**config.mk**
```make
export PLATFORM = sky130hd
export DESIGN_NAME = dering_pixel_filter
export DESIGN_NICKNAME = d
export VERILOG_FILES = /design/src/rtl/dering_pkg.sv /design/src/rtl/dering_constrain.sv /design/src/rtl/dering_minmax.sv /design/src/rtl/dering_round_clamp.sv /design/src/rtl/dering_pixel_filter.sv
export SDC_FILE = /design/constraint.sdc
export NUM_CORES = 2
export LEC_CHECK = 0
export BUFFER_PORTS_ARGS = -buffer_cell sky130_fd_sc_hd__buf_2
export CAP_MARGIN = 20
export CORE_AREA = 4 4 367 459
export CTS_BUF_LIST = sky130_fd_sc_hd__clkbuf_8
export DETAILED_ROUTE_END_ITERATION = 6
export DIE_AREA = 0 0 371 463
export PLACE_DENSITY = 0.72
export SYNTH_ARGS = -nofsm -noshare
export SYNTH_HDL_FRONTEND = slang
export SYNTH_HIERARCHICAL = 1
export SYNTH_SLANG_ARGS = --single-unit
```
**constraint.sdc**
```tcl
create_clock -name clk -period 40.6 [get_ports clk]
set_input_delay 0 -clock clk [delete_from_list [all_inputs] [get_ports clk]]
set_output_delay 0 -clock clk [all_outputs]
set_load 0.05 [all_outputs]
```
**src/rtl/dering_pkg.sv**
```systemverilog
// Shared constants and helpers for the deringing pixel filter.
// Assumes two tap rounds, two primary and four secondary taps per round.
package dering_pkg;
    localparam int PRI_PER_ROUND = 2;
    localparam int SEC_PER_ROUND = 4;
    localparam int N_ROUNDS      = 2;
    localparam int N_PRI         = PRI_PER_ROUND * N_ROUNDS;
    localparam int N_SEC         = SEC_PER_ROUND * N_ROUNDS;
    localparam int N_TAPS        = N_PRI + N_SEC;
    localparam int WT_W          = 3;
    localparam int RND_SHIFT     = 4;
    localparam int RND_BIAS      = 8;
    localparam int PIPE_DEPTH    = 3;

    // Index of highest set bit; zero input yields zero.
    function automatic int unsigned floor_log2(input logic [31:0] v);
        int unsigned r;
        r = 0;
        for (int b = 0; b < 32; b++) begin
            if (v[b]) r = b;
        end
        return r;
    endfunction

    // Damping minus log term, saturated at zero.
    function automatic int unsigned sat_shift(input int unsigned damp,
                                              input int unsigned lg);
        return (damp > lg) ? (damp - lg) : 0;
    endfunction

    // Primary tap weight for a round, from strength parity.
    function automatic logic [WT_W-1:0] pri_weight(input logic odd,
                                                   input int unsigned rnd);
        logic [WT_W-1:0] w0;
        w0 = odd ? 3'd3 : 3'd4;
        return (rnd == 0) ? w0 : ((w0 & 3'd3) | 3'd2);
    endfunction

    // Secondary tap weight for a round.
    function automatic logic [WT_W-1:0] sec_weight(input int unsigned rnd);
        return (rnd == 0) ? 3'd2 : 3'd1;
    endfunction
endpackage

```
**src/rtl/dering_constrain.sv**
```systemverilog
// Constrain nonlinearity for one tap: signed difference to the centre,
// magnitude limited by strength minus the damped magnitude.
// Assumes STR_W <= SAMP_W; purely combinational.
module dering_constrain #(
    parameter int SAMP_W = 16,
    parameter int STR_W  = 8,
    parameter int SH_W   = 4
) (
    input  logic [SAMP_W-1:0]      tap,
    input  logic [SAMP_W-1:0]      centre,
    input  logic [STR_W-1:0]       strength,
    input  logic [SH_W-1:0]        shift,
    output logic signed [STR_W:0]  con
);
    localparam int DW = SAMP_W + 1;

    logic signed [DW-1:0] diff;
    logic                 neg;
    logic [DW-1:0]        mag_d;
    logic [DW-1:0]        scaled;
    logic [DW-1:0]        str_x;
    logic [STR_W-1:0]     clip;
    logic [STR_W-1:0]     mag;

    // Difference, damping and magnitude limit.
    always_comb begin
        diff   = $signed({1'b0, tap}) - $signed({1'b0, centre});
        neg    = diff[DW-1];
        mag_d  = neg ? $unsigned(-diff) : $unsigned(diff);
        scaled = mag_d >> shift;
        str_x  = DW'(strength);
        clip   = (scaled >= str_x) ? '0 : STR_W'(str_x - scaled);
        mag    = (mag_d < DW'(clip)) ? STR_W'(mag_d) : clip;
        con    = neg ? -$signed({1'b0, mag}) : $signed({1'b0, mag});
    end
endmodule

```
**src/rtl/dering_minmax.sv**
```systemverilog
// Clamp window over centre and taps: unsigned minimum, signed maximum,
// so a padding code (sign bit only) never widens the window.
// Purely combinational.
module dering_minmax #(
    parameter int SAMP_W = 16,
    parameter int N      = 12
) (
    input  logic [SAMP_W-1:0]   centre,
    input  logic [N*SAMP_W-1:0] taps,
    output logic [SAMP_W-1:0]   lo,
    output logic [SAMP_W-1:0]   hi
);
    logic [SAMP_W-1:0] s;

    // Fold every tap into the running bounds.
    always_comb begin
        lo = centre;
        hi = centre;
        s  = '0;
        for (int i = 0; i < N; i++) begin
            s = taps[i*SAMP_W +: SAMP_W];
            if (s < lo) lo = s;
            if ($signed(s) > $signed(hi)) hi = s;
        end
    end
endmodule

```
**src/rtl/dering_round_clamp.sv**
```systemverilog
// Sign-corrected rounding of the weighted sum, addition to the centre
// and clamp to the window. lo is unsigned, hi is signed.
// Assumes RES_W exceeds both ACC_W and SAMP_W by at least one bit.
module dering_round_clamp
    import dering_pkg::*;
#(
    parameter int ACC_W  = 16,
    parameter int SAMP_W = 16,
    parameter int RES_W  = 18
) (
    input  logic signed [ACC_W-1:0] sum,
    input  logic [SAMP_W-1:0]       centre,
    input  logic [SAMP_W-1:0]       lo,
    input  logic [SAMP_W-1:0]       hi,
    output logic signed [RES_W-1:0] res
);
    logic signed [RES_W-1:0] sum_x, neg_x, bias_x, adj, cen_x, lo_x, hi_x, val;

    // Round, offset and clamp.
    always_comb begin
        sum_x  = {{(RES_W-ACC_W){sum[ACC_W-1]}}, sum};
        neg_x  = {{(RES_W-1){1'b0}}, sum[ACC_W-1]};
        bias_x = RES_W'(RND_BIAS);
        adj    = (sum_x - neg_x + bias_x) >>> RND_SHIFT;
        cen_x  = {{(RES_W-SAMP_W){1'b0}}, centre};
        lo_x   = {{(RES_W-SAMP_W){1'b0}}, lo};
        hi_x   = {{(RES_W-SAMP_W){hi[SAMP_W-1]}}, hi};
        val    = cen_x + adj;
        if (val < lo_x)      res = lo_x;
        else if (val > hi_x) res = hi_x;
        else                 res = val;
    end
endmodule

```
**src/rtl/dering_pixel_filter.sv**
```systemverilog
// Directional deringing filter, one pixel per clock, three-stage pipeline:
//   stage 1: constrain all taps, build the clamp window
//   stage 2: weight and accumulate
//   stage 3: round, offset, clamp
// Assumes the centre sample is a real pixel (below 0x8000).
module dering_pixel_filter
    import dering_pkg::*;
#(
    parameter int SAMP_W = 16,
    parameter int STR_W  = 8,
    parameter int DAMP_W = 4,
    parameter int ACC_W  = 16,
    parameter int OUT_W  = 8
) (
    input  logic                    clk,
    input  logic                    rst_n,
    input  logic                    in_valid,
    input  logic [SAMP_W-1:0]       centre,
    input  logic [N_PRI*SAMP_W-1:0] pri_taps,
    input  logic [N_SEC*SAMP_W-1:0] sec_taps,
    input  logic [STR_W-1:0]        pri_str,
    input  logic [STR_W-1:0]        sec_str,
    input  logic [DAMP_W-1:0]       damping,
    output logic                    out_valid,
    output logic [OUT_W-1:0]        out_pix
);
    localparam int CON_W = STR_W + 1;
    localparam int RES_W = ((ACC_W > SAMP_W) ? ACC_W : SAMP_W) + 2;

    // ---------------- stage 0: shifts and constrain ----------------
    logic [DAMP_W-1:0]       pri_shift, sec_shift;
    logic signed [CON_W-1:0] pri_con [N_PRI];
    logic signed [CON_W-1:0] sec_con [N_SEC];
    logic [SAMP_W-1:0]       win_lo, win_hi;

    // Per-class shift from damping and strength magnitude.
    always_comb begin
        pri_shift = DAMP_W'(sat_shift(32'(damping), floor_log2(32'(pri_str))));
        sec_shift = DAMP_W'(sat_shift(32'(damping), floor_log2(32'(sec_str))));
    end

    for (genvar g = 0; g < N_PRI; g++) begin : g_pri
        dering_constrain #(.SAMP_W(SAMP_W), .STR_W(STR_W), .SH_W(DAMP_W)) u_con (
            .tap      (pri_taps[g*SAMP_W +: SAMP_W]),
            .centre   (centre),
            .strength (pri_str),
            .shift    (pri_shift),
            .con      (pri_con[g])
        );
        a_r1_pri_bounded: assert property (@(posedge clk) disable iff (!rst_n)
            in_valid |-> (pri_con[g] <= $signed({1'b0, pri_str}) &&
                          pri_con[g] >= -$signed({1'b0, pri_str})));
    end

    for (genvar g = 0; g < N_SEC; g++) begin : g_sec
        dering_constrain #(.SAMP_W(SAMP_W), .STR_W(STR_W), .SH_W(DAMP_W)) u_con (
            .tap      (sec_taps[g*SAMP_W +: SAMP_W]),
            .centre   (centre),
            .strength (sec_str),
            .shift    (sec_shift),
            .con      (sec_con[g])
        );
        a_r1_sec_bounded: assert property (@(posedge clk) disable iff (!rst_n)
            in_valid |-> (sec_con[g] <= $signed({1'b0, sec_str}) &&
                          sec_con[g] >= -$signed({1'b0, sec_str})));
    end

    dering_minmax #(.SAMP_W(SAMP_W), .N(N_TAPS)) u_win (
        .centre (centre),
        .taps   ({sec_taps, pri_taps}),
        .lo     (win_lo),
        .hi     (win_hi)
    );

    // ---------------- stage 1 registers ----------------
    logic                    s1_vld, s1_odd;
    logic signed [CON_W-1:0] s1_pri [N_PRI];
    logic signed [CON_W-1:0] s1_sec [N_SEC];
    logic [SAMP_W-1:0]       s1_cen, s1_lo, s1_hi;

    // Capture constrained taps, window and strength parity.
    always_ff @(posedge clk) begin
        if (!rst_n) begin
            s1_vld <= 1'b0;
            s1_odd <= 1'b0;
            s1_cen <= '0;
            s1_lo  <= '0;
            s1_hi  <= '0;
            for (int i = 0; i < N_PRI; i++) s1_pri[i] <= '0;
            for (int i = 0; i < N_SEC; i++) s1_sec[i] <= '0;
        end else begin
            s1_vld <= in_valid;
            s1_odd <= pri_str[0];
            s1_cen <= centre;
            s1_lo  <= win_lo;
            s1_hi  <= win_hi;
            for (int i = 0; i < N_PRI; i++) s1_pri[i] <= pri_con[i];
            for (int i = 0; i < N_SEC; i++) s1_sec[i] <= sec_con[i];
        end
    end

    // with a real centre the minimum can never rise above it.
    a_r7_lo_below_centre: assert property (@(posedge clk) disable iff (!rst_n)
        (s1_vld && !s1_cen[SAMP_W-1]) |-> (s1_lo <= s1_cen));
    // the maximum is never a padding code and never below the centre.
    a_r8_hi_not_sentinel: assert property (@(posedge clk) disable iff (!rst_n)
        (s1_vld && !s1_cen[SAMP_W-1]) |->
            (!s1_hi[SAMP_W-1] && $signed(s1_hi) >= $signed(s1_cen)));

    // ---------------- stage 2: weighting ----------------
    logic signed [ACC_W-1:0] pri_term [N_PRI];
    logic signed [ACC_W-1:0] sec_term [N_SEC];
    logic signed [ACC_W-1:0] acc;

    for (genvar g = 0; g < N_PRI; g++) begin : g_pw
        assign pri_term[g] = ACC_W'(s1_pri[g]) *
            $signed(ACC_W'(pri_weight(s1_odd, g / PRI_PER_ROUND)));
    end

    for (genvar g = 0; g < N_SEC; g++) begin : g_sw
        assign sec_term[g] = ACC_W'(s1_sec[g]) *
            $signed(ACC_W'(sec_weight(g / SEC_PER_ROUND)));
    end

    // Accumulate all weighted terms.
    always_comb begin
        acc = '0;
        for (int i = 0; i < N_PRI; i++) acc = acc + pri_term[i];
        for (int i = 0; i < N_SEC; i++) acc = acc + sec_term[i];
    end

    logic                    s2_vld;
    logic signed [ACC_W-1:0] s2_sum;
    logic [SAMP_W-1:0]       s2_cen, s2_lo, s2_hi;

    // Capture sum and carry the window forward.
    always_ff @(posedge clk) begin
        if (!rst_n) begin
            s2_vld <= 1'b0;
            s2_sum <= '0;
            s2_cen <= '0;
            s2_lo  <= '0;
            s2_hi  <= '0;
        end else begin
            s2_vld <= s1_vld;
            s2_sum <= acc;
            s2_cen <= s1_cen;
            s2_lo  <= s1_lo;
            s2_hi  <= s1_hi;
        end
    end

    // ---------------- stage 3: round and clamp ----------------
    logic signed [RES_W-1:0] res, s3_res;
    logic                    s3_vld;

    dering_round_clamp #(.ACC_W(ACC_W), .SAMP_W(SAMP_W), .RES_W(RES_W)) u_rc (
        .sum    (s2_sum),
        .centre (s2_cen),
        .lo     (s2_lo),
        .hi     (s2_hi),
        .res    (res)
    );

    // Output register.
    always_ff @(posedge clk) begin
        if (!rst_n) begin
            s3_vld <= 1'b0;
            s3_res <= '0;
        end else begin
            s3_vld <= s2_vld;
            s3_res <= res;
        end
    end

    assign out_valid = s3_vld;
    assign out_pix   = s3_res[OUT_W-1:0];

    // registered result stays inside the window it was clamped to.
    a_r6_out_in_window: assert property (@(posedge clk) disable iff (!rst_n)
        s3_vld |-> (s3_res >= $signed({2'b00, $past(s2_lo)}) &&
                    s3_res <= $signed({{2{$past(s2_hi[SAMP_W-1])}}, $past(s2_hi)})));

    // Cycles since reset, saturating, used only to bound the latency check.
    logic [1:0] since_rst;
    always_ff @(posedge clk) begin
        if (!rst_n)                 since_rst <= '0;
        else if (since_rst != 2'd3) since_rst <= since_rst + 2'd1;
    end

    a_r12_valid_latency: assert property (@(posedge clk) disable iff (!rst_n)
        (since_rst == 2'd3) |-> (out_valid == $past(in_valid, 3)));
    a_r12_reset_clears: assert property (@(posedge clk) disable iff (!rst_n)
        !$past(rst_n) |-> !out_valid);
endmodule

```
==> out/metrics.json <==
{
  "run_status": {
    "outcome": "completed"
  },
  "setup_path": {
    "critical_path.max_fanout": 29,
    "arrival_time_worst_endpoint_ns": 34.50,
    "cp-start-kind": "input port",
    "cp_slowest_stage_delay_ns": 0.87,
    "crit_path_end_kind": "flip-flop",
    "number_of_buffer_and_inverter_instances_along_the_worst_setup_path": 19,
    "critical_path_required_ns": 41.11,
    "reg_to_reg_start": "s2_sum[6]",
    "critical_path_class": "in -> reg",
    "slowest_stage": "a211oi_4",
    "cp_top_family": "compound AO/OA/AOI/OAI gates",
    "critPathLaunch": "centre[10]",
    "crit_top_cell": "a21oi_1",
    "regToRegSetupSlack_ns": 33.69
  },
  "sta": {
    "hold_viol": 0,
    "tightest_slew_ns": 1.32,
    "worst_slew_margin_rel_pct": 9.53,
    "report.final.slew_viol_count": 0,
    "grt_setup_unrepaired": "false",
    "min_period_over_period_pct": 83.7,
    "finalWorstPathRequiredPeriod_ns": 33.99,
    "setup_viol_count_final": 0,
    "final.setup_skew_ns": 0.0251,
    "maximum_clock_frequency_mhz": 29.4,
    "totalNegativeSetupSlack_ns": 0
  },
  "floorplanning": {
    "initial_utilization_pct": 44.7,
    "fp.dieW_um": 371,
    "core_area_um2": 164000,
    "top_level_ports": 240,
    "floorplan.die_area_um2": 172000,
    "floorplan_row_count": 166,
    "vertical_die_dimension_um": 463
  },
  "grt": {
    "grt_start_max_net_pins": 166,
    "number_of_antenna_violations_at_the_first_check_in_global_routing": 19,
    "vias_in_the_first_global_route": 72600,
    "grt_overflow": 0,
    "grt_first_pass_wirelength_um": 416000,
    "gr-usage-all-layers_pct": 30.3
  },
  "cts": {
    "cts_max_level": 2,
    "cts_tree": "done",
    "cts.root.buffer_cell": "clkbuf_8",
    "clockBufferDepth": 3,
    "numClockSinks": 232,
    "clkSlewWorstSetupHoldPaths_ns": 0.06,
    "number_of_buffers_added_by_the_clock_tree_synthesis_step": 42,
    "cts_resized": 0,
    "cts.repair_timing.setup_buffer_count": 0,
    "clkLatencyLatePin_ns": 0.63
  },
  "hold_path": {
    "min_from": "centre[15]",
    "holdCritPathClass": "in -> reg"
  },
  "job": {
    "cap_viol_max_count": 0
  },
  "detailed_routing": {
    "via_per_inst": 6.17,
    "totalWireLength_um": 273000,
    "detailedRoute.firstIterationViolations": 6603,
    "route.antenna.remaining_nets": 0,
    "via_count": 75700,
    "drc_errors": 0,
    "post_drt_wl_per_cell_um": 22.3,
    "first_pass_drt_iterations": 6
  },
  "synth": {
    "synthesized_instance_count": 10000,
    "synthesis.area_per_instance_um2": 7.29,
    "yosys_warnings": 6,
    "netlist_area_um2": 73100
  },
  "cells_and_area": {
    "layout.cells.most_common_list": "inv_1 (1,196), ha_1 (949), nand2_1 (876), nor2_1 (666), a21oi_1 (650)",
    "stdcell_area_um2": 77400,
    "layout.cells.most_common": "inv_1",
    "final_layout_size_suffix_gt1_share_pct": 8.97,
    "fin_util_pct": 47.3,
    "nets": 11400,
    "synthToLayoutAreaGrowth_pct": 5.81
  },
  "power": {
    "power.density_nw_per_um2": 89.9,
    "vdd_drop_max_mv": 0.168,
    "cellLeakagePower_uw": 0.0370
  },
  "placement": {
    "placement.io_buffers": 239,
    "hpwl_um": 223000,
    "finalWeightedCongestion": 1.06,
    "placedInstanceArea_um2": 75900
  }
}
==> where the power goes <==
part           switching, uW  total, uW  internal [uW]
sequential              36.6        336            299
clock                    110        239            130
combinational           3740       6380           2640
==> area by class of cell <==
| class | instances | area, um^2 |
|---|---|---|
| fill | 16500 | 86300 |
| multi-input combinational | 8198 | 62300 |
| sequential | 232 | 4640 |
| inverter | 1203 | 4520 |
| tap | 2184 | 2730 |
| timing repair buffer | 352 | 2210 |
| clock buffer | 51 | 702 |
| clock inverter | 26 | 214 |
| antenna | 21 | 52.6 |
==> worst paths after layout <==
check,endpoint,cells after the start
setup / recovery,s1_hi[0],173
hold / removal,s1_cen[15],3
setup reg to reg,s3_res[6],24
hold reg to reg,s2_lo[4],1
==> registers in the layout, indices dropped and copies added, names as in the netlist, 16 cells and up <==
name	count
s1_cen	16
s2_lo	16
s1_hi	16
s1_sec	72
s2_sum	16
s2_cen	16
s2_hi	16
s1_lo	16
s1_pri	36
==> metrics by stage <==
| step | setup slack, ns | power, uW | hold WS [ns] | std cells |
|---|---|---|---|---|
| after floorplan | 11.02 | 5040 | 0.127 | 10000 |
| after global placement | 7.75 | 6280 | 0.222 | 12100 |
| after detailed placement | 7.37 | 6440 | 0.209 | 12100 |
| after CTS | 7.12 | 6840 | 0.00673 | 12200 |
| after global routing | 4.08 | 7670 | 0.0257 | 12300 |
| final | 6.61 | 6950 | 0.0760 | 12300 |
==> tightest hold or removal path, stage by stage <==
cell	delay, ns
buf_2	0.09
buf_4	0.27
and2_1	0.25
==> routing by layer <==
layer | up-vias | GRT usage [%] | part of all wire (%)
met2 | 3191 | 49.5 | 44
met5 | - | 0 | 0.012
met1 | 35900 | 37.9 | 41
met3 | 760 | 4.68 | 7.8
met4 | 4 | 16.9 | 6.8
li1 | 35900 | - | -
==> repair_timing <==
item | CTS | global route
hold buffers | 50 | 0
endpoints found under the hold margin | 86 | 0
setup endpoints to repair | 0 | 0
Note: power is estimated with default switching activity, not from simulation.
